[src/rtl/eac_pkg.sv]
package eac_pkg;

    localparam int SPEC_W = 6;
    localparam int SIZE_W = 3;
    localparam int REG_W  = 4;
    localparam int EXT_W  = 3;
    localparam int CLS_W  = 4;

    // Specifier value that selects immediate data (octal 74)
    localparam logic [SPEC_W-1:0] SPEC_IMMEDIATE = 6'o74;

    typedef enum logic [CLS_W-1:0] {
        CLS_REG_DIRECT = 4'd0,
        CLS_IMMEDIATE  = 4'd1,
        CLS_INDIRECT   = 4'd2,
        CLS_POST_INC   = 4'd3,
        CLS_PRE_DEC    = 4'd4,
        CLS_DISP16     = 4'd5,
        CLS_INDEXED    = 4'd6,
        CLS_ABS_SHORT  = 4'd7,
        CLS_ABS_LONG   = 4'd8,
        CLS_PC_DISP    = 4'd9,
        CLS_PC_INDEXED = 4'd10,
        CLS_NONE       = 4'd15
    } ea_class_e;

    typedef enum logic [SIZE_W-1:0] {
        SZ_BYTE  = 3'd0,
        SZ_WORD  = 3'd1,
        SZ_LONG  = 3'd2,
        SZ_OCTET = 3'd3,
        SZ_TRIPL = 3'd4
    } op_size_e;

    typedef struct packed {
        logic              done;
        ea_class_e         cls;
        logic [REG_W-1:0]  regnum;
        logic [EXT_W-1:0]  ext_words;
        logic              illegal;
    } eac_result_t;

endpackage

[src/rtl/eac_mode_decode.sv]
module eac_mode_decode
    import eac_pkg::*;
#(
    parameter int SPEC_BITS = SPEC_W,
    parameter int REG_BITS  = REG_W
) (
    input  logic [SPEC_BITS-1:0] spec_i,
    output ea_class_e            cls_o,
    output logic [REG_BITS-1:0]  reg_o,
    output logic                 is_imm_o,
    output logic                 bad_mode_o
);
    localparam int HALF = SPEC_BITS / 2;

    logic [HALF-1:0] mode_w;
    logic [HALF-1:0] rsel_w;

    assign mode_w = spec_i[SPEC_BITS-1:HALF];
    assign rsel_w = spec_i[HALF-1:0];

    always_comb begin
        // Default: address register bank selected by the low bits
        cls_o      = CLS_NONE;
        reg_o      = REG_BITS'(8) + REG_BITS'(rsel_w);
        is_imm_o   = 1'b0;
        bad_mode_o = 1'b0;

        if (mode_w[HALF-1:HALF-2] == 2'b00) begin
            cls_o = CLS_REG_DIRECT;
            reg_o = spec_i[REG_BITS-1:0];
        end else if (spec_i == SPEC_IMMEDIATE) begin
            // Must win over the mode-7 sub-decode
            cls_o    = CLS_IMMEDIATE;
            is_imm_o = 1'b1;
        end else begin
            unique case (mode_w)
                3'd2:    cls_o = CLS_INDIRECT;
                3'd3:    cls_o = CLS_POST_INC;
                3'd4:    cls_o = CLS_PRE_DEC;
                3'd5:    cls_o = CLS_DISP16;
                3'd6:    cls_o = CLS_INDEXED;
                default: begin
                    reg_o = REG_BITS'(rsel_w);
                    unique case (rsel_w)
                        3'd0:    cls_o = CLS_ABS_SHORT;
                        3'd1:    cls_o = CLS_ABS_LONG;
                        3'd2:    cls_o = CLS_PC_DISP;
                        3'd3:    cls_o = CLS_PC_INDEXED;
                        default: bad_mode_o = 1'b1;
                    endcase
                end
            endcase
        end
    end
endmodule

[src/rtl/eac_ext_count.sv]
module eac_ext_count
    import eac_pkg::*;
#(
    parameter int SIZE_BITS = SIZE_W,
    parameter int EXT_BITS  = EXT_W,
    parameter int NUM_SIZES = 5
) (
    input  ea_class_e            cls_i,
    input  logic [SIZE_BITS-1:0] size_i,
    output logic [EXT_BITS-1:0]  ext_o,
    output logic                 size_bad_o
);
    // Immediate word count per size code, built in a generate loop
    logic [EXT_BITS-1:0] imm_words [NUM_SIZES];

    for (genvar s = 0; s < NUM_SIZES; s++) begin : g_imm
        // bytes: 1,2,4,8,12 -> words rounded up
        localparam int BYTES = (s == 0) ? 1 : (s == 1) ? 2 : (s == 2) ? 4 :
                               (s == 3) ? 8 : 12;
        assign imm_words[s] = EXT_BITS'((BYTES + 1) / 2);
    end

    always_comb begin
        size_bad_o = (int'(size_i) >= NUM_SIZES);
        ext_o      = '0;
        unique case (cls_i)
            CLS_DISP16, CLS_INDEXED, CLS_ABS_SHORT,
            CLS_PC_DISP, CLS_PC_INDEXED: ext_o = EXT_BITS'(1);
            CLS_ABS_LONG:                ext_o = EXT_BITS'(2);
            CLS_IMMEDIATE: begin
                for (int s = 0; s < NUM_SIZES; s++) begin
                    if (int'(size_i) == s) ext_o = imm_words[s];
                end
            end
            default:                     ext_o = '0;
        endcase
    end
endmodule

[src/rtl/eac_classifier.sv]
module eac_classifier
    import eac_pkg::*;
(
    input  logic              clk_i,
    input  logic              rst_ni,
    input  logic              valid_i,
    input  logic [SPEC_W-1:0] spec_i,
    input  logic [SIZE_W-1:0] size_i,
    output logic              done_o,
    output logic [CLS_W-1:0]  cls_o,
    output logic [REG_W-1:0]  reg_o,
    output logic [EXT_W-1:0]  ext_words_o,
    output logic              illegal_o
);
    ea_class_e           dec_cls;
    logic [REG_W-1:0]    dec_reg;
    logic                dec_imm;
    logic                dec_bad;
    logic [EXT_W-1:0]    cnt_ext;
    logic                cnt_size_bad;

    eac_result_t res_d, res_q;

    eac_mode_decode #(
        .SPEC_BITS (SPEC_W),
        .REG_BITS  (REG_W)
    ) u_decode (
        .spec_i     (spec_i),
        .cls_o      (dec_cls),
        .reg_o      (dec_reg),
        .is_imm_o   (dec_imm),
        .bad_mode_o (dec_bad)
    );

    eac_ext_count #(
        .SIZE_BITS (SIZE_W),
        .EXT_BITS  (EXT_W)
    ) u_count (
        .cls_i      (dec_cls),
        .size_i     (size_i),
        .ext_o      (cnt_ext),
        .size_bad_o (cnt_size_bad)
    );

    always_comb begin
        res_d      = res_q;
        res_d.done = valid_i;
        if (valid_i) begin
            res_d.regnum = dec_reg;
            if (dec_bad || (dec_imm && cnt_size_bad)) begin
                res_d.cls       = CLS_NONE;
                res_d.ext_words = '0;
                res_d.illegal   = 1'b1;
            end else begin
                res_d.cls       = dec_cls;
                res_d.ext_words = cnt_ext;
                res_d.illegal   = 1'b0;
            end
        end
    end

    always_ff @(posedge clk_i or negedge rst_ni) begin
        if (!rst_ni) begin
            res_q <= '{done: 1'b0, cls: CLS_NONE, regnum: '0,
                       ext_words: '0, illegal: 1'b0};
        end else begin
            res_q <= res_d;
        end
    end

    assign done_o      = res_q.done;
    assign cls_o       = res_q.cls;
    assign reg_o       = res_q.regnum;
    assign ext_words_o = res_q.ext_words;
    assign illegal_o   = res_q.illegal;
endmodule

[config.mk]
export PLATFORM = sky130hd
export DESIGN_NAME = eac_classifier
export DESIGN_NICKNAME = d
export VERILOG_FILES = /design/src/rtl/eac_pkg.sv /design/src/rtl/eac_mode_decode.sv /design/src/rtl/eac_ext_count.sv /design/src/rtl/eac_classifier.sv
export SDC_FILE = /design/constraint.sdc
export NUM_CORES = 1
export LEC_CHECK = 0
export BUFFER_PORTS_ARGS = -buffer_cell sky130_fd_sc_hd__buf_4
export CAP_MARGIN = 20
export CORE_UTILIZATION = 53
export CTS_BUF_LIST = sky130_fd_sc_hd__clkbuf_4 sky130_fd_sc_hd__clkbuf_8 sky130_fd_sc_hd__clkbuf_16
export DETAILED_ROUTE_END_ITERATION = 8
export GPL_TIMING_DRIVEN = 0
export HOLD_SLACK_MARGIN = 0.1
export PLACE_DENSITY_LB_ADDON = 0.25
export SYNTH_ARGS = -nofsm -noshare
export SYNTH_HDL_FRONTEND = slang
export SYNTH_SLANG_ARGS = --single-unit
[constraint.sdc]
create_clock -name clk_i -period 2.1 [get_ports clk_i]
set_input_delay 0.105 -clock clk_i [delete_from_list [all_inputs] [get_ports clk_i]]
set_output_delay 0.105 -clock clk_i [all_outputs]
set_load 0.01 [all_outputs]
==> metrics <==
most common cell in the netlist dfrtp_1; placer congestion estimate between 0.8 and 0.9; CP Cell Sequence dlygate4sd3_1, buf_4, nor2_2, and4_1, buf_4, mux2i_4, a21bo_1, o22a_1; placed cells 120; Max H-tree Level 1; status finished, final reports clean; Tmin final 1730 ps; total routing usage reported by global routing 0.273; Die Footprint 1690 um^2; Final ANT Viol Nets 0; final non-filler cell area between 1000 and 1500 um^2; GR Overflow Total 0; ratio of cells with drive above 1 in the final layout 0.384; area of placed instances 1010 um^2; first-pass GRT wire length slightly below 3 mm; # setup viols final 0; Power, Total approximately 0.65 mW; antenna violations before repair 0; Critical Path RT 2320 ps; warnings from Yosys 0; Tcrit/Tclk final 0.825; top cells by area, synth dfrtp_1, dfstp_2, mux2_2; clk root buf clkbuf_4; P per Cell Area 613 nW/um^2; cts hold-fix bufs 3; hold crit path type input pin to register; largest net degree at the start of global routing 14; CP Capture Type register; Detailed Route WL 1.95 mm; vias between 700 and 800; top-area cell type share of the netlist area 0.279; Slew HR 0.501; clock skew 0 ps; top cell type by total area after synthesis dfrtp_1; mapped cell area 808 um^2; drt via density ~6; Commonest cells post-synth dfrtp_1, inv_1, nand2_1; num rows 13; PostCTS Resize Cnt 0; vias in the first global route between 600 and 700; Pins Over Slew Limit 0; Iter 0 DRT Violations 26; syn avg cell area 9.98 um^2; TritonCTS Buffers 3; Post-synth top flop dfrtp_1; Crit Path Class input pin to register; most frequent cell on the critical path buf_4; max-cap viol count 0; Synth cell types 40; Hold Vio Cnt, Final 0; Initial DRT Pass Iterations 4; Peak Freq 0.577 GHz; Final Non-Filler Cells 127; Ports 25; number of I/O port buffers 24; asr flop ratio synth 1.00; maximum clock path buffer count 2; maximum vdd drop ~0.46 mV; startpoint type of the worst setup path input pin; Post-layout nets 127; Residual DRC 0; Initial Utilization 0.592; Skew-Pair Late Insertion Delay 270 ps; DP HPWL roughly 1.4 mm; critical path peak fanout 5; synthesis-to-finish area growth 32.0%; RSZ-0062 raised after global routing false; Worst path max stage delay 540 ps; Critical-path top delay cell dlygate4sd3_1; Reg area between 300 and 400 um^2; final core occ 0.781; setup bufs post-CTS 0; Leakage about 0.48 nW; Inserted Diodes 0; FF+latch count, synth 13; Setup TNS Final 0 ps; Syn Nets between 90 and 100; Post-synth EDFFs 0; core region area around 1400 um^2; fill count about 100; Seq/Total Area, Yosys 0.409; die width 41.1 um; Arr. time, crit path 1950 ps; CTS sink count 13; Post-Syn Instances 81; worst slew pin tran roughly 750 ps; multi-input logic area 413 um^2; chip height 41.1 um; clk slew on worst S/H paths 90 ps; CTS tree done; DR WL/cell 15.3 um
[sequential cells by signal, summed over array words and instances (netlist names)]
name,count
cls_o,4
reg_o,4
ext_words_o,3
done_o,1
illegal_o,1
[critical path: cells and delay by family]
| kind | cells | cell delay (ps) |
|---|---|---|
| AOI/OAI and AO/OA | 2 | 340 |
| muxes | 1 | 270 |
| buffers and inverters | 3 | 840 |
| and+or+nand+nor | 2 | 390 |
[logic make-up after synthesis]
logic type	Yosys count	synth area share
simple gates	25	0.173
compound gates	22	0.201
flops	13	0.409
buf+inv	12	0.0805
mux	5	0.0836
xor+xnor	2	0.0217
fa+ha+maj	2	0.0310
[per-stage QoR]
| stage | setup WS (ps) | hold slack (ps) |
|---|---|---|
| after detailed placement | 323 | -40.2 |
| after CTS | 392 | 111 |
| after global routing | 334 | 114 |
| final | 368 | 112 |
| after global placement | 307 | -49.4 |
| after floorplan | 653 | -191 |
[power breakdown]
group / internal (mW) / switching, mW / total, mW
Combinational: 0.0960 / 0.0896 / 0.186
Sequential: 0.283 / 0.0136 / 0.297
Clock: 0.0866 / 0.0849 / 0.171
Total: 0.466 / 0.188 / 0.654
[routing by layer]
layer | share of wire | track usage
met1 | 0.40 | 0.290
met2 | 0.53 | 0.492
met3 | 0.061 | 0.0870
met4 | 0.015 | 0.100
met5 | 0 | 0
[placed cells by master (no fill, tap or decap), types with 2 or more instances in the layout]
| cell type | instances |
|---|---|
| mux2_2 | 4 |
| buf_4 | 25 |
| dlygate4sd3_1 | 3 |
| nor4_1 | 2 |
| inv_1 | 8 |
| nor2_1 | 5 |
| dfrtp_1 | 9 |
| a21oi_1 | 4 |
| nand2_1 | 6 |
| dfstp_2 | 4 |
| ha_1 | 2 |
| a211oi_1 | 2 |
| xnor2_1 | 2 |
| o22a_1 | 2 |
| buf_6 | 2 |
| clkbuf_4 | 4 |
| o22ai_1 | 3 |
[path summary, 6_finish.rpt]
| check | start | endpoint | slack (ps) | depth (start not counted) |
|---|---|---|---|---|
| max | spec_i[1] | cls_o[0] | 370 | 8 |
| min | size_i[1] | ext_words_o[0] | 110 | 2 |
| max reg2reg | cls_o[3] | cls_o[3] | 1310 | 2 |
| min reg2reg | cls_o[2] | cls_o[2] | 480 | 2 |
| max in group asynchronous | rst_ni | cls_o[0] | 1650 | 2 |
| min in group asynchronous | rst_ni | ext_words_o[0] | 200 | 2 |
[final cells by class]
type	instances	share of cell area
flip-flops and latches	13	0.309
well taps	15	0.0176
plain buffers	4	0.0328
inverters	8	0.0281
clock buffers	4	0.0281
repair buffers	27	0.197
multi-input cells	56	0.387
Note: power is estimated with default switching activity, not from simulation.
